**src/rtl/fbl_pkg.sv**
```systemverilog
package fbl_pkg;

    localparam int WORD_BYTES = 4;
    localparam int WORD_W     = 8 * WORD_BYTES;
    localparam int LANE_W     = $clog2(WORD_BYTES);

    localparam logic [7:0] OP_WREN  = 8'h06;
    localparam logic [7:0] OP_WRSR  = 8'h01;
    localparam logic [7:0] OP_RDSR  = 8'h05;
    localparam logic [7:0] OP_FREAD = 8'h0B;

    // opcode, three address bytes, one dummy
    localparam int FREAD_LEAD = 5;

    typedef enum logic [3:0] {
        ST_GAP,
        ST_WREN,
        ST_WRSR_OP,
        ST_WRSR_DAT,
        ST_RDSR_OP,
        ST_RDSR_DAT,
        ST_RD_CMD,
        ST_HDR,
        ST_DATA,
        ST_FIN,
        ST_DONE,
        ST_ERR
    } boot_st_t;

    function automatic logic in_frame(boot_st_t s);
        return s inside {ST_WREN, ST_WRSR_OP, ST_WRSR_DAT, ST_RDSR_OP,
                         ST_RDSR_DAT, ST_RD_CMD, ST_HDR, ST_DATA};
    endfunction

    function automatic logic [7:0] cmd_byte(boot_st_t s, logic [2:0] idx,
                                            logic [23:0] base);
        logic [7:0] b;
        b = 8'h00;
        case (s)
            ST_WREN:    b = OP_WREN;
            ST_WRSR_OP: b = OP_WRSR;
            ST_RDSR_OP: b = OP_RDSR;
            ST_RD_CMD: begin
                case (idx)
                    3'd0:    b = OP_FREAD;
                    3'd1:    b = base[23:16];
                    3'd2:    b = base[15:8];
                    3'd3:    b = base[7:0];
                    default: b = 8'h00;
                endcase
            end
            default:    b = 8'h00;
        endcase
        return b;
    endfunction

endpackage

```
**src/rtl/fbl_spi_byte.sv**
```systemverilog
module fbl_spi_byte #(
    parameter int SLOW_HALF = 70,
    parameter int FAST_HALF = 3
) (
    input  logic       clk,
    input  logic       rst,
    input  logic       fast,
    input  logic       start,
    input  logic [7:0] tx,
    input  logic       miso,
    output logic       sck,
    output logic       mosi,
    output logic       busy,
    output logic       done,
    output logic [7:0] rx
);
    localparam int DW = $clog2(SLOW_HALF + 1);

    logic [DW-1:0] cnt, lim;
    logic [2:0]    bit_cnt;
    logic [7:0]    tx_sh, rx_sh;
    logic          act, sck_q;

    assign lim  = fast ? DW'(FAST_HALF - 1) : DW'(SLOW_HALF - 1);
    assign sck  = sck_q;
    assign mosi = tx_sh[7];
    assign busy = act;
    assign rx   = rx_sh;

    always_ff @(posedge clk) begin
        if (rst) begin
            act     <= 1'b0;
            sck_q   <= 1'b0;
            cnt     <= '0;
            bit_cnt <= '0;
            tx_sh   <= '0;
            rx_sh   <= '0;
            done    <= 1'b0;
        end else begin
            done <= 1'b0;
            if (act) begin
                if (cnt == lim) begin
                    cnt <= '0;
                    if (!sck_q) begin
                        sck_q <= 1'b1;
                        rx_sh <= {rx_sh[6:0], miso};
                    end else begin
                        sck_q <= 1'b0;
                        if (bit_cnt == 3'd7) begin
                            act  <= 1'b0;
                            done <= 1'b1;
                        end else begin
                            bit_cnt <= bit_cnt + 3'd1;
                            tx_sh   <= {tx_sh[6:0], 1'b0};
                        end
                    end
                end else begin
                    cnt <= cnt + 1'b1;
                end
            end else if (start) begin
                act     <= 1'b1;
                tx_sh   <= tx;
                cnt     <= '0;
                bit_cnt <= '0;
                sck_q   <= 1'b0;
            end
        end
    end

    AST_SCK_IDLE_LOW: assert property (@(posedge clk) disable iff (rst)
        !act |-> !sck_q);
    AST_RATE_HELD_IN_BYTE: assert property (@(posedge clk) disable iff (rst)
        act && $past(act) |-> $stable(fast));

endmodule

```
**src/rtl/fbl_word_pack.sv**
```systemverilog
module fbl_word_pack
    import fbl_pkg::*;
(
    input  logic              clk,
    input  logic              rst,
    input  logic              in_vld,
    input  logic [7:0]        in_byte,
    input  logic              in_last,
    output logic              out_vld,
    output logic [WORD_W-1:0] out_word
);
    logic [LANE_W-1:0] lane;
    logic [WORD_W-1:0] acc, merged;

    always_comb begin
        merged = acc;
        for (int i = 0; i < WORD_BYTES; i++) begin
            if (lane == LANE_W'(i)) merged[8*i +: 8] = in_byte;
        end
    end

    always_ff @(posedge clk) begin
        if (rst) begin
            lane     <= '0;
            acc      <= '0;
            out_vld  <= 1'b0;
            out_word <= '0;
        end else begin
            out_vld <= 1'b0;
            if (in_vld) begin
                if (lane == LANE_W'(WORD_BYTES - 1) || in_last) begin
                    out_word <= merged;
                    out_vld  <= 1'b1;
                    acc      <= '0;
                    lane     <= '0;
                end else begin
                    acc  <= merged;
                    lane <= lane + 1'b1;
                end
            end
        end
    end

    AST_ONE_CYCLE_STROBE: assert property (@(posedge clk) disable iff (rst)
        out_vld |=> !out_vld);

endmodule

```
**src/rtl/flash_boot_loader.sv**
```systemverilog
module flash_boot_loader
    import fbl_pkg::*;
#(
    parameter int          MEM_AW    = 12,
    parameter int          SLOW_HALF = 70,
    parameter int          FAST_HALF = 3,
    parameter int          CS_GAP    = 40,
    parameter logic [23:0] IMG_BASE  = 24'h000000
) (
    input  logic              clk,
    input  logic              rst,
    output logic              spi_sck,
    output logic              spi_mosi,
    input  logic              spi_miso,
    output logic              spi_cs0_n,
    output logic              spi_cs1_n,
    output logic              mem_we,
    output logic [MEM_AW-1:0] mem_addr,
    output logic [WORD_W-1:0] mem_wdata,
    output logic              boot_done,
    output logic              boot_err
);
    localparam int          LEN_W     = MEM_AW + LANE_W + 1;
    localparam logic [31:0] MAX_BYTES = 32'(WORD_BYTES) << MEM_AW;
    localparam int          GW        = $clog2(CS_GAP + 1);

    boot_st_t          state, nxt_q;
    logic [GW-1:0]     gap_cnt;
    logic              waiting, start_q, fast_q;
    logic [7:0]        tx_q;
    logic [2:0]        idx;
    logic [31:0]       len_q, hdr_len;
    logic [LEN_W-1:0]  remain;
    logic [MEM_AW-1:0] wr_ptr;
    logic              eng_busy, eng_done;
    logic [7:0]        eng_rx;
    logic              pk_vld, pk_in_vld, pk_last;

    fbl_spi_byte #(.SLOW_HALF(SLOW_HALF), .FAST_HALF(FAST_HALF)) u_shift (
        .clk(clk), .rst(rst), .fast(fast_q), .start(start_q), .tx(tx_q),
        .miso(spi_miso), .sck(spi_sck), .mosi(spi_mosi), .busy(eng_busy),
        .done(eng_done), .rx(eng_rx)
    );

    assign pk_in_vld = (state == ST_DATA) && waiting && eng_done;
    assign pk_last   = (remain == LEN_W'(1));

    fbl_word_pack u_pack (
        .clk(clk), .rst(rst), .in_vld(pk_in_vld), .in_byte(eng_rx),
        .in_last(pk_last), .out_vld(pk_vld), .out_word(mem_wdata)
    );

    assign hdr_len   = {eng_rx, len_q[31:8]};
    assign spi_cs0_n = !in_frame(state);
    assign spi_cs1_n = 1'b1;
    assign mem_we    = pk_vld;
    assign mem_addr  = wr_ptr;
    assign boot_done = (state == ST_DONE);
    assign boot_err  = (state == ST_ERR);

    always_ff @(posedge clk) begin
        if (rst) begin
            state   <= ST_GAP;
            nxt_q   <= ST_WREN;
            gap_cnt <= '0;
            waiting <= 1'b0;
            start_q <= 1'b0;
            tx_q    <= '0;
            fast_q  <= 1'b0;
            idx     <= '0;
            len_q   <= '0;
            remain  <= '0;
            wr_ptr  <= '0;
        end else begin
            start_q <= 1'b0;
            if (pk_vld) wr_ptr <= wr_ptr + 1'b1;
            case (state)
                ST_GAP: begin
                    if (gap_cnt == GW'(CS_GAP - 1)) begin
                        gap_cnt <= '0;
                        state   <= nxt_q;
                    end else begin
                        gap_cnt <= gap_cnt + 1'b1;
                    end
                end
                ST_FIN:  state <= ST_DONE;
                ST_DONE: state <= ST_DONE;
                ST_ERR:  state <= ST_ERR;
                default: begin
                    if (!waiting) begin
                        start_q <= 1'b1;
                        tx_q    <= cmd_byte(state, idx, IMG_BASE);
                        waiting <= 1'b1;
                    end else if (eng_done) begin
                        waiting <= 1'b0;
                        case (state)
                            ST_WREN: begin
                                state <= ST_GAP;
                                nxt_q <= ST_WRSR_OP;
                            end
                            ST_WRSR_OP: state <= ST_WRSR_DAT;
                            ST_WRSR_DAT: begin
                                state <= ST_GAP;
                                nxt_q <= ST_RDSR_OP;
                            end
                            ST_RDSR_OP: state <= ST_RDSR_DAT;
                            ST_RDSR_DAT: begin
                                state <= ST_GAP;
                                if (eng_rx[0]) begin
                                    nxt_q <= ST_RDSR_OP;
                                end else begin
                                    nxt_q  <= ST_RD_CMD;
                                    fast_q <= 1'b1;
                                    idx    <= '0;
                                end
                            end
                            ST_RD_CMD: begin
                                if (idx == 3'(FREAD_LEAD - 1)) begin
                                    idx   <= '0;
                                    state <= ST_HDR;
                                end else begin
                                    idx <= idx + 3'd1;
                                end
                            end
                            ST_HDR: begin
                                len_q <= hdr_len;
                                if (idx == 3'(WORD_BYTES - 1)) begin
                                    if (hdr_len == 32'd0 || hdr_len > MAX_BYTES) begin
                                        state <= ST_ERR;
                                    end else begin
                                        remain <= hdr_len[LEN_W-1:0];
                                        state  <= ST_DATA;
                                    end
                                end else begin
                                    idx <= idx + 3'd1;
                                end
                            end
                            ST_DATA: begin
                                remain <= remain - 1'b1;
                                if (pk_last) state <= ST_FIN;
                            end
                            default: state <= ST_ERR;
                        endcase
                    end
                end
            endcase
        end
    end

    AST_CS_LOW_IN_XFER: assert property (@(posedge clk) disable iff (rst)
        eng_busy |-> !spi_cs0_n);
    AST_RELEASE_STICKY: assert property (@(posedge clk) disable iff (rst)
        boot_done |=> boot_done);
    AST_RELEASE_AFTER_LAST: assert property (@(posedge clk) disable iff (rst)
        $rose(boot_done) |-> $past(mem_we));
    AST_WRITE_IN_IMAGE: assert property (@(posedge clk) disable iff (rst)
        mem_we |-> ((32'(mem_addr) << LANE_W) < len_q));
    AST_NO_WRITE_ON_ERR: assert property (@(posedge clk) disable iff (rst)
        boot_err |-> !mem_we);

endmodule

```
**config.mk**
```make
export PLATFORM = sky130hd
export DESIGN_NAME = flash_boot_loader
export DESIGN_NICKNAME = d
export VERILOG_FILES = /design/src/rtl/fbl_pkg.sv /design/src/rtl/fbl_spi_byte.sv /design/src/rtl/fbl_word_pack.sv /design/src/rtl/flash_boot_loader.sv
export SDC_FILE = /design/constraint.sdc
export NUM_CORES = 1
export LEC_CHECK = 0
export CORE_MARGIN = 2
export CORE_UTILIZATION = 45
export CTS_BUF_LIST = sky130_fd_sc_hd__clkbuf_16
export CTS_CLUSTER_DIAMETER = 120
export DETAILED_ROUTE_END_ITERATION = 16
export DONT_BUFFER_PORTS = 1
export PLACE_DENSITY_LB_ADDON = 0.25
export SYNTH_ARGS = -nofsm -noshare
export SYNTH_HDL_FRONTEND = slang
export SYNTH_SLANG_ARGS = --single-unit
```
**constraint.sdc**
```tcl
create_clock -name clk -period 2.1 [get_ports clk]
set_clock_uncertainty 0.1 [all_clocks]
set_input_delay 0.525 -clock clk [delete_from_list [all_inputs] [get_ports clk]]
set_output_delay 0.525 -clock clk [all_outputs]
set_load 0.05 [all_outputs]
```
* Word level (Yosys, flattened, before mapping)
Index checks and enable logic that the tools add are counted.
** Word-level totals
- Register bits :: 183
- Input bits :: 3
- Word-level logic and storage cells :: 156
** Operators by class
- Add/sub/neg operators :: 7
- Magnitude comparators :: 1
- Equality and inequality tests :: 31
- Mux-type cells :: 55
- Bitwise logic cells :: 7
- Reductions and logical operators :: 33
** Operators with widths (number)
- $mux W8 :: 9
- $gt A32 B15 Y1 const B :: 1
- $logic_not A32 Y1 :: 1
- $mux W32 :: 1
- $mux W15 :: 2
- $pmux W15 S2 :: 1
- $mux W4 :: 7
- $mux W7 :: 4
- $mux W3 :: 8
- $pmux W4 S3 :: 2
- $pmux W4 S6 :: 1
- $reduce_and A6 Y1 :: 3
- $eq A4 B3 Y1 const B :: 4
- $eq A4 B4 Y1 const B :: 4
- $pmux W4 S4 :: 1
- $eq A15 B1 Y1 const B :: 1
- $ne A5 B3 Y1 const B :: 3
- $sub A15 B1 Y15 const B :: 1
- $mux W1 :: 14
- $ne A2 B2 Y1 const B :: 7
- $add A12 B1 Y12 const B :: 1
- $reduce_and A4 Y1 :: 3
- $pmux W3 S3 :: 1
- $eq A4 B2 Y1 const B :: 2
- 32 further kinds :: 52

* Logic depth before layout (Yosys ltp)
Gate-level depths: netlist of the first run.
- Depth after elaboration :: 8
- Mapped depth :: 9
- Depth with buffers taken out :: 7

* Cells and area by module
Synthesis of the first run repeated with hierarchy kept, for this count alone.
** Second synthesis, totals
- Cell total of the unflattened synthesis :: 886
- Area total of the unflattened synthesis :: 7966.4 um^2
** Modules (own cells, without submodules)
- flash_boot_loader :: instances 1, cells each 465, area an instance 3616.0 um^2, seq. area each 1481.4 um^2
- fbl_word_pack :: instances 1, cells each 266, area an instance 2902.8 um^2, seq. area each 1341.3 um^2
- fbl_spi_byte :: instances 1, cells each 155, area an instance 1447.6 um^2, seq. area each 580.6 um^2

* Worst setup path before layout of the first run
Ideal clock, no wire load.
- Kind :: reg2out
- Start point :: register state[1]
- End point :: output boot_done
- Arrival :: 2.043 ns
- Required time :: 1.475 ns
- Slack :: -0.568 ns
- Stages on the path, launching flop included :: 5
- Cells stage by stage :: dfxtp_1 -> buf_2 -> clkbuf_1 -> inv_1 -> nor3_1
** Between the ends
- Longest elaborated chain between the ends :: 1
** Ends and longest elaborated chain
- start: declaration :: RTL line flash_boot_loader.sv:27 : boot_st_t state, nxt_q;
- start signal: assignment :: RTL line flash_boot_loader.sv:81 : state <= nxt_q;
- $eq A4 B4 Y1 :: RTL line flash_boot_loader.sv:58 : assign boot_done = (state == ST_DONE);
- end: declaration :: RTL line flash_boot_loader.sv:20 : output logic boot_done,
No other way between the ends.

* Worst setup path in the final report of the first run
- Start point :: register remain[10]
- End point :: register u_pack.out_word[7]
** Between the ends
- Longest elaborated chain between the ends :: 3
** Ends and longest elaborated chain
- start: declaration :: RTL line flash_boot_loader.sv:33 : logic [LEN_W-1:0] remain;
- start signal: assignment :: RTL line flash_boot_loader.sv:131 : remain <= hdr_len[LEN_W-1:0];
- start signal: assignment :: RTL line flash_boot_loader.sv:139 : remain <= remain - 1'b1;
- $eq A15 B1 Y1 :: RTL line flash_boot_loader.sv:46 : assign pk_last = (remain == LEN_W'(1));
- $logic_or A1 B1 Y1 :: RTL line fbl_word_pack.sv:31 : if (lane == LANE_W'(WORD_BYTES - 1) || in_last) begin
- $reduce_and A2 Y1 (no line)
- end signal: assignment :: RTL line fbl_word_pack.sv:32 : out_word <= merged;
- end: declaration :: RTL line fbl_word_pack.sv:10 : output logic [WORD_W-1:0] out_word
No other way between the ends.
A chain may end at the register's enable or synchronous reset.

==> impl_metrics.csv, run 1 <==
group,metric,value,unit
clocking,cts_buffers,17,
pwr,cellPowerDensity,746.0,mW/mm^2
worst_setup_path,r2r-end,"u_pack.out_word[7]",
final_layout,n_antenna_cell,0,
die,die_y,134.5,um
clocking,clock_sinks,170,
drt,drt_iter0_markers,463,
logic_synthesis,synth-async-reset-ratio,0,%
logic_synthesis,synth_ff_type,"dfxtp_1",
logic_synthesis,synth_top_cell_area_share,44.39,%
worst_setup_path,required,2310,ps
logic_synthesis,ys_top_cells_by_area,"dfxtp_1 (44%), mux2i_1 (6.7%), a21oi_1 (5.3%), nand2_1 (4.8%), nor2_1 (4.4%)",
pwr,p_sw_share,27.15,%
logic_synthesis,synth_edf_count,0,
drt,postRouteAntennaNets,0,
timing,finalCritPeriodShare,104.5,%
worst_setup_path,crit_end,"u_pack.out_word[7]",
logic_synthesis,ys_ff_latch,170,
grt,gr-total-overflow,0,
clocking,worstSkewPairLatency,430,ps
timing,finalSetupViolCount,37,
drt,vias,6784,
timing,setup_ws,-94.14,ps
timing,grt_setup_unrepaired,"yes",
grt,antenna_found_initial,0,
grt,grt_start_max_net_pins,131,
worst_setup_path,cp_slowest_stage_delay,540,ps
worst_setup_path,regToRegSetupSlack,-90,ps
grt,grt_pass1_vias,6261,
placed_design,gp_congestion,0.8487,
worst_setup_path,path_class,"reg -> reg",
drt,via_per_inst,5.630,
timing,fmax,0.4558,GHz
grt,grt_pass1_wl,31930,um
die,dieWidth,134.5,um
timing,worst_pin_slew,808.1,ps
drt,firstDrtPassIters,7,
clocking,clock_path_buffers,2,
drt,wirelength,19780,um
die,pin_count,54,
logic_synthesis,avgSynthCellArea,8.654,um^2
placed_design,place_area,0.008546,mm^2
worst_setup_path,cp-start-kind,"register",
die,start_util,46.07,%
timing,fin_crit,2194,ps
hold_path,hp-class,"in -> reg",
pwr,combPwrFrac,14.9,%
worst_setup_path,startpoint,"remain[10]",
pwr,ir_drop,626.4,uV
logic_synthesis,netlist_top_cells_count,"dfxtp_1 (170), nand2_1 (99), nor2_1 (90)",
worst_setup_path,cpMostUsedCell,"buf_12",
timing,slew_headroom,46.13,%
drt,avgRoutedWirePerCell,16.41,um
pwr,p_leak,3.527,nW
clocking,clk_pin_slew_worst_paths,70,ps
logic_synthesis,yosys_warnings,0,
logic_synthesis,synthesis.nets,903,
worst_setup_path,rr_startpoint,"remain[10]",
placed_design,io_buffers,0,
logic_synthesis,netlist_area,0.007667,mm^2
placed_design,place_ws,-107.7,ps
final_layout,fin_util,59.00,%
die,core,0.01664,mm^2
worst_setup_path,arrival,2410,ps
clocking,htree_levels,4,
final_layout,final_layout_size_suffix_gt1_share,25.89,%
worst_setup_path,cp-end-kind,"register",
worst_setup_path,reg2reg_depth,9,
logic_synthesis,synthCells,886,
clocking,cts_tree,"built",
run_status,status,"finished with violations",
worst_setup_path,path_cells,"or4_4, nor4_2, buf_4, o21a_4, buf_12, buf_12, buf_16, buf_6, a211oi_2",
die,die_area,0.01810,mm^2
logic_synthesis,yosysMostFrequentCell,"dfxtp_1",
pwr,p_sw,1.989,mW
run_status,violations,"setup timing",
die,num_rows,47,
drt,drc,0,
final_layout,final_area,0.009819,mm^2
final_layout,syn_to_final_growth,28.07,%
pwr,power_frac_clock,39.0,%
timing,finalHoldViolations,0,
logic_synthesis,ys_seq_area_share,44.39,%
timing,slew_viol_final,0,
worst_setup_path,crit_slowest_cell,"or4_4",
pwr,power.total,7.326,mW
pwr,seqPwrFrac,46.1,%
pwr,internal_power,5.336,mW
logic_synthesis,yosys.cell_types.count,63,
clocking,cts-root-buf,"clkbuf_16",
final_layout,fin_nets,989,
flow_run,drv_cap,0,
placed_design,hpwl,12100,um
logic_synthesis,yosys.area.top_type,"dfxtp_1",
worst_setup_path,crit_fanout,8,
grt,grt_use_total,21.95,%
-- placed cells by master, fill, tap and decap left out, types with 11 or more instances in the layout --
cell type / instances
buf_6: 14
ha_1: 14
nand2_1: 95
nor2_1: 84
dfxtp_1: 162
a21oi_1: 78
nand3_1: 32
nor3_1: 18
a211oi_1: 14
o311ai_1: 11
a22oi_1: 17
buf_12: 14
clkbuf_16: 18
inv_1: 24
buf_4: 108
and2_1: 12
o21ai_0: 12
mux2i_1: 51
a211oi_2: 22
-- final cells by class --
type,count,area (um^2)
fill,1425,6823
multi-input combinational,621,4187
inverter,23,90.09
clock inverter,15,100.1
sequential,170,3413
clock buffer,17,425.4
timing repair buffer,139,1329
tap,220,275.3
-- per-layer routing --
layer  up-vias  track usage (%)  wire (um)
met5         -                0          0
met4         0            8.304        369
met3        25            4.429        905
met2       156            34.81       9306
met1      3250            29.60       9195
li1       3353                -          -
-- worst min path at each step --
stage | startpoint | to | slack [ps] | cells past startpoint
finish | rst | u_pack.out_word[19] | 60 | 1
global route | rst | u_pack.out_word[19] | 50 | 1
CTS | rst | u_pack.out_word[20] | 50 | 1
detailed placement | nxt_q[0] | nxt_q[0] | 340 | 2
global placement | nxt_q[0] | nxt_q[0] | 330 | 2
floorplan | nxt_q[0] | nxt_q[0] | 320 | 2
-- kinds of logic (layout without fill, tap and decap cells) --
kind of cell | Yosys count | in the layout | synth area share (%)
AND/OR/NAND/NOR | 326 | 326 | 21.07
AO/OA/AOI/OAI | 213 | 213 | 18.31
flip-flops | 170 | 170 | 44.39
buffers and inverters | 95 | 194 | 5.418
multiplexers | 51 | 51 | 6.658
XOR/XNOR | 16 | 16 | 1.828
adder cells (fa/ha/maj) | 14 | 14 | 2.285
other | 1 | 1 | 0.04891
-- critical path: cells and delay by family, from the launching register on --
kind	cells	cell delay (ps)
AO/OA/AOI/OAI	2	230
buffers and inverters	5	630
flip-flops	1	310
AND/OR/NAND/NOR	2	810
-- per-stage QoR --
| stage | hold WS [ps] | TNS (ps) | cells |
|---|---|---|---|
| 2_1_floorplan | 322.1 | -43.87 | 886 |
| 3_3_place_gp | 331.1 | -2793 | 1144 |
| 3_5_place_dp | 340.5 | -3712 | 1144 |
| 4_1_cts | 51.01 | -1826 | 1200 |
| 5_1_grt | 53.78 | -6109 | 1205 |
| 6_report | 61.63 | -1577 | 1205 |
-- state kept, by name (all words and copies together), names as in the netlist, 2 cells and up --
name / flops
u_shift.bit_cnt: 3
u_shift.cnt: 7
u_pack.out_word: 32
u_shift.rx: 8
nxt_q: 3
u_shift.tx_sh: 8
tx_q: 4
gap_cnt: 6
u_pack.acc: 32
len_q: 24
u_pack.lane: 2
mem_addr: 12
state: 4
remain: 15
idx: 3
-- power groups by stage --
stage | Combinational [mW] | Clock, mW | Sequential (mW)
3_5_place_dp | 0.897 | 0 | 3.45
3_3_place_gp | 0.887 | 0 | 3.44
4_1_cts | 0.997 | 2.90 | 3.37
6_report | 1.09 | 2.86 | 3.38
2_1_floorplan | 0.650 | 0 | 3.44
5_1_grt | 1.18 | 3.06 | 3.38
-- timing repair --
item,CTS,global route
cloned,4,1
endpoints found under the setup margin,91,96
setup buffers,20,8
hold buffers,0,0
pin swaps,18,28
resized for setup,65,47
(Power assumes the default switching activity.)
==> inputs of run 2 (changes only) <==
- CORE_UTILIZATION: 45 -> 41
==> run 2 against run 1 <==
The run still ends with setup timing left. Utilization is 4.1 points lower. Die area is 9.5% higher. Clock power is 16% higher. Largest cell class unchanged. Sequential power hardly changed. Register-to-register slack hardly changed. Power is 5.4% higher. Worst setup slack worse by 6.8 ps. Critical path depth is 1 lower. Non-clock buffer count is 2 higher. First-iteration DRC count is 4.5% lower. Final area is 3.6% higher.
==> impl_metrics.csv, run 2 (synthesis gave the netlist of run 1 again) <==
group,metric,value,unit
clocking,hold_buffers,0,
final_layout,final_area,0.01017,mm^2
worst_setup_path,cp_slowest_stage_delay,540,ps
placed_design,place_area,0.008543,mm^2
drt,vias,6725,
placed_design,hpwl,12010,um
placed_design,gp_congestion,0.8172,
worst_setup_path,reg2reg_depth,8,
final_layout,syn_to_final_growth,32.65,%
final_layout,top_regs,"u_pack.acc: 32 flops, u_pack.out_word: 32 flops, len_q: 24 flops",
drt,via_per_inst,5.508,
worst_setup_path,critPathBufInv,3,
die,num_rows,50,
final_layout,final_cell_mix,"dfxtp_1 (163), buf_4 (105), nand2_1 (96), nor2_1 (76), a21oi_1 (55)",
hold_path,whs_endpoint,"u_pack.out_word[13]",
timing,slew_viol_final,0,
pwr,p_sw,2.094,mW
timing,finalCritPeriodShare,104.8,%
worst_setup_path,crit_fanout,6,
grt,grt_pass1_wl,30930,um
die,pin_count,54,
timing,setup_ws,-101.0,ps
timing,finalHoldViolations,0,
pwr,combPwrFrac,13.4,%
grt,gr-total-overflow,0,
worst_setup_path,cp-end-kind,"register",
die,dieWidth,140.8,um
final_layout,n_antenna_cell,0,
clocking,clk_pin_slew_worst_paths,70,ps
worst_setup_path,required,2340,ps
worst_setup_path,rr_startpoint,"remain[14]",
grt,grt_pass1_vias,6125,
grt,grt_start_max_net_pins,131,
drt,avgRoutedWirePerCell,16.38,um
drt,firstDrtPassIters,5,
pwr,cellPowerDensity,759.2,mW/mm^2
timing,setup_tns,-1758,ps
drt,postRouteAntennaNets,0,
drt,wirelength,20000,um
hold_path,whs_path_depth,1,
timing,grt_setup_unrepaired,"yes",
timing,slew_headroom,47.15,%
run_status,violations,"setup timing",
final_layout,fin_util,54.93,%
worst_setup_path,cp_top_family,"simple AND/OR/NAND/NOR gates",
drt,drc,0,
timing,fin_crit,2201,ps
flow_run,drv_cap,0,
run_status,status,"finished with violations",
grt,antenna_found_initial,0,
timing,fmax,0.4543,GHz
die,start_util,41.41,%
timing,worst_pin_slew,792.8,ps
clocking,worstSkewPairLatency,430,ps
pwr,power_frac_clock,42.9,%
hold_path,min-delay-start,"rst",
clocking,clock_sinks,170,
final_layout,final_common_cell,"dfxtp_1",
pwr,ir_drop,599.9,uV
placed_design,io_buffers,0,
clocking,clock_path_buffers,2,
worst_setup_path,path_cells,"or4_4, nor4_2, buf_4, o21a_4, buf_12, clkbuf_16, nor2_2, a211oi_1",
worst_setup_path,crit_slowest_cell,"or4_4",
die,die_y,140.8,um
worst_setup_path,path_class,"reg -> reg",
hold_path,hp-class,"in -> reg",
die,core,0.01852,mm^2
final_layout,final_layout_size_suffix_gt1_share,29.28,%
worst_setup_path,r2r-end,"u_pack.out_word[22]",
worst_setup_path,arrival,2440,ps
pwr,p_sw_share,27.12,%
die,die_area,0.01981,mm^2
clocking,cts_tree,"built",
worst_setup_path,cp-start-kind,"register",
clocking,htree_levels,4,
clocking,cts-root-buf,"clkbuf_16",
pwr,seqPwrFrac,43.7,%
pwr,p_leak,3.633,nW
grt,grt_use_total,19.00,%
pwr,internal_power,5.627,mW
drt,drt_iter0_markers,442,
clocking,cts_buffers,17,
final_layout,fin_nets,991,
worst_setup_path,regToRegSetupSlack,-100,ps
timing,finalSetupViolCount,44,
-- run 2: power groups by stage --
stage	combinational, mW	clock, mW	sequential (mW)
final	1.03	3.32	3.37
after global placement	0.911	0	3.45
after detailed placement	0.918	0	3.45
after global routing	1.12	3.50	3.38
after floorplan	0.650	0	3.44
after CTS	0.995	3.38	3.37
-- run 2: per-stage QoR --
stage               worst slack [ps]  total power, mW  cells  hold WS (ps)
global placement              -124.5            4.356   1157         334.8
detailed placement            -166.0            4.365   1157         340.3
global route                  -183.9            8.004   1221         39.07
floorplan                     -43.87            4.086    886         322.1
finish                        -101.0            7.721   1221         64.45
CTS                           -57.21            7.747   1211         46.65
-- run 2: worst max path at each step --
stage                     startpoint             endpoint  slack, ps  cells past startpoint
final                     remain[14]  u_pack.out_word[22]       -100                      8
after CTS                 remain[10]  u_pack.out_word[28]        -60                      8
after floorplan             state[1]            boot_done        -40                      4
after detailed placement  remain[10]  u_pack.out_word[31]       -170                      7
after global routing      remain[14]  u_pack.out_word[22]       -180                      8
after global placement    remain[10]  u_pack.out_word[30]       -120                      7
-- run 2: timing repair --
action,4_1_cts,5_1_grt
resized for setup,52,100
pin swaps,21,32
buffers inserted,20,4
gates cloned,3,7
endpoints found under the setup margin,79,98
-- run 2: area by class of cell --
| cell class | instances | area [um^2] |
|---|---|---|
| fillers | 1644 | 8347 |
| clock inverters | 15 | 201.4 |
| multi-input cells | 621 | 4327 |
| inverters | 23 | 93.84 |
| flip-flops and latches | 170 | 3412 |
| repair buffers | 141 | 1419 |
| well taps | 234 | 292.8 |
| clock buffers | 17 | 425.4 |
-- run 2: per-layer routing --
metal,track usage [%],routed length (um),up-vias
met2,30.58,9615,138
met4,6.474,401,0
met3,3.227,767,30
li1,-,-,3348
met1,25.96,9215,3209
met5,0,0,-
==> inputs of run 3 (changes only) <==
- SLEW_MARGIN: not set -> 25
- SYNTH_HIERARCHICAL: not set -> 1
==> run 3 against run 2 <==
The run still ends with setup timing left. Flip-flop and latch count is the same. Largest cell class unchanged. Critical path type is now reg -> out. Clock power about the same. Final area fell by 4.4%. Area after synthesis is 3.9% higher. Die area rose by 3.8%. Hold slack got worse by 3.3 ps. Highest routed layer unchanged. Sequential power grew 3%. Global-route usage is 0.47 points lower. Sequential share of layout area increased by 1.6 points. Wire length down 4.9%.
==> impl_metrics.csv, run 3 <==
group,metric,value,unit
logic_synthesis,yosysMostFrequentCell,"dfxtp_1",
logic_synthesis,netlist_area,0.007966,mm^2
timing,finalSetupViolCount,4,
worst_setup_path,cp-start-kind,"register",
flow_run,drv_cap,0,
grt,antenna_found_initial,0,
clocking,clock_path_buffers,2,
worst_setup_path,reg2reg_depth,9,
clocking,cts_buffers,17,
logic_synthesis,yosys.area.top_type,"dfxtp_1",
timing,worst_pin_slew,585.4,ps
die,start_util,42.17,%
final_layout,final_common_cell,"dfxtp_1",
clocking,clock_sinks,170,
grt,grt_start_max_net_pins,150,
logic_synthesis,ys_seq_area_share,42.72,%
final_layout,fin_nets,969,
worst_setup_path,crit_fanout,2,
logic_synthesis,ys_top_cells_by_area,"dfxtp_1 (43%), nor2_1 (5.7%), mux2i_1 (5.7%), a211oi_2 (5.0%), nand2_1 (4.6%)",
die,pin_count,54,
clocking,clk_pin_slew_worst_paths,60,ps
placed_design,place_ws,-56.07,ps
logic_synthesis,ys_ff_latch,170,
clocking,cts-root-buf,"clkbuf_16",
pwr,cellPowerDensity,821.1,mW/mm^2
drt,drt_iter0_markers,330,
die,dieWidth,143.4,um
die,num_rows,50,
drt,avgRoutedWirePerCell,15.52,um
hold_path,hp-class,"in -> reg",
worst_setup_path,cp-end-kind,"output pin",
drt,firstDrtPassIters,5,
timing,grt_setup_unrepaired,"yes",
placed_design,io_buffers,0,
logic_synthesis,synth-async-reset-ratio,0,%
grt,grt_pass1_vias,6225,
final_layout,final_cell_mix,"dfxtp_1 (163), nor2_1 (117), nand2_1 (97), buf_4 (80), a21oi_1 (71)",
grt,gr-total-overflow,0,
timing,fmax,0.4339,GHz
worst_setup_path,path_class,"reg -> out",
hold_path,whs_path_depth,1,
logic_synthesis,yosys_warnings,6,
run_status,status,"finished with violations",
logic_synthesis,synth_ff_type,"dfxtp_1",
clocking,worstSkewPairLatency,430,ps
timing,finalCritPeriodShare,109.7,%
timing,slew_viol_final,0,
placed_design,gp_congestion,0.8055,
logic_synthesis,netlist_top_cells_count,"dfxtp_1 (170), nor2_1 (122), nand2_1 (97)",
timing,setup_ws,-204.7,ps
drt,via_per_inst,5.340,
drt,postRouteAntennaNets,0,
pwr,ir_drop,592.9,uV
drt,wirelength,19020,um
timing,finalHoldViolations,0,
logic_synthesis,synth_edf_count,0,
run_status,violations,"setup timing",
final_layout,final_area,0.009719,mm^2
placed_design,place_area,0.008743,mm^2
logic_synthesis,avgSynthCellArea,8.991,um^2
worst_setup_path,required,1470,ps
final_layout,n_antenna_cell,0,
placed_design,hpwl,12330,um
final_layout,fillers,1767,
logic_synthesis,synth_top_cell_area_share,42.72,%
drt,drc,0,
logic_synthesis,synthCells,886,
final_layout,final_layout_size_suffix_gt1_share,24.25,%
clocking,cts_tree,"built",
final_layout,syn_to_final_growth,22.00,%
pwr,p_leak,3.481,nW
timing,slew_headroom,60.92,%
die,core,0.01889,mm^2
logic_synthesis,yosys.cell_types.count,74,
clocking,htree_levels,4,
die,die_y,143.4,um
grt,grt_use_total,18.54,%
final_layout,top_regs,"u_pack/acc: 32 flops, u_pack/out_word: 32 flops, len_q: 24 flops",
timing,fin_crit,2305,ps
worst_setup_path,arrival,1680,ps
clocking,hold_buffers,0,
grt,grt_pass1_wl,30810,um
drt,vias,6542,
die,die_area,0.02056,mm^2
run 3: changes by cell type in the layout (fill, tap and decap cells not counted), moves of 15 or more:
cell,change
buf_4,-25
a211oi_1,-20
a21oi_1,+16
a21oi_2,-27
nor2_1,+41
a211oi_2,+22
nand3_1,-15
run 3: report_power, final:
| part | internal, mW | switching [mW] | leakage (nW) | total, mW |
|---|---|---|---|---|
| Combinational | 0.592 | 0.593 | 1.80 | 1.18 |
| Clock | 2.00 | 1.33 | 0.304 | 3.33 |
| Sequential | 3.35 | 0.122 | 1.37 | 3.47 |
| Total | 5.93 | 2.05 | 3.48 | 7.98 |
run 3: through the flow:
step / hold WS [ps] / utilization (%) / power (mW) / TNS [ps] / instances
3_3_place_gp: 341.8 / 46.28 / 4.596 / 0 / 1176
2_1_floorplan: 329.1 / - / 4.241 / -4.241 / 893
5_1_grt: 53.43 / 51.44 / 8.322 / -3848 / 1225
3_5_place_dp: 346.6 / 46.28 / 4.592 / -508.0 / 1176
6_report: 61.15 / 51.44 / 7.981 / -315.3 / 1225
4_1_cts: 42.59 / 50.25 / 8.022 / -354.2 / 1216
run 3: path summary, 6_finish.rpt:
kind / slack [ps] / to / start
worst max-delay path: -200 / spi_cs0_n / state[0]
worst min-delay path: 60 / u_shift/cnt[5] / rst
worst max register to register: -10 / len_q[14] / state[0]
worst min register to register: 360 / u_pack/acc[30] / u_pack/acc[30]
run 3: layer usage:
layer | GRT usage [%] | wire [um]
met5 | 0 | 0
met3 | 4.365 | 855
met2 | 29.55 | 8823
met1 | 24.93 | 9075
met4 | 5.676 | 261
run 3: final cells by class:
type / count / area (um^2) / area share [%]
repair buffers: 101 / 932.1 / 9.591
clock inverters: 15 / 198.9 / 2.047
inverters: 14 / 52.55 / 0.5407
clock buffers: 17 / 425.4 / 4.377
multi-input cells: 648 / 4373 / 44.99
well taps: 260 / 325.3 / 3.347
flip-flops and latches: 170 / 3412 / 35.11
run 3: logic make-up (layout without fill, tap and decap cells):
group,after synthesis,in the layout,share of synthesized area [%]
compound gates,216,216,21.33
flops,170,170,42.72
mux,52,52,6.644
fa+ha+maj,14,14,2.199
xor+xnor,15,15,1.649
buf+inv,75,147,4.728
simple gates,342,342,20.64
other cells,2,9,0.09427
run 3: timing repair:
action	4_1_cts	5_1_grt
gates resized for setup	18	28
pin swaps	2	27
buffers inserted	8	4
cloned	0	5
endpoints found under the setup margin	24	98
run 3: worst max-delay path, cell delays in order (launching register included):
cell and delay, ps:
dfxtp_2 340, buf_12 120, or3_4 380, buf_6 130, o21ai_4 130, buf_12 150
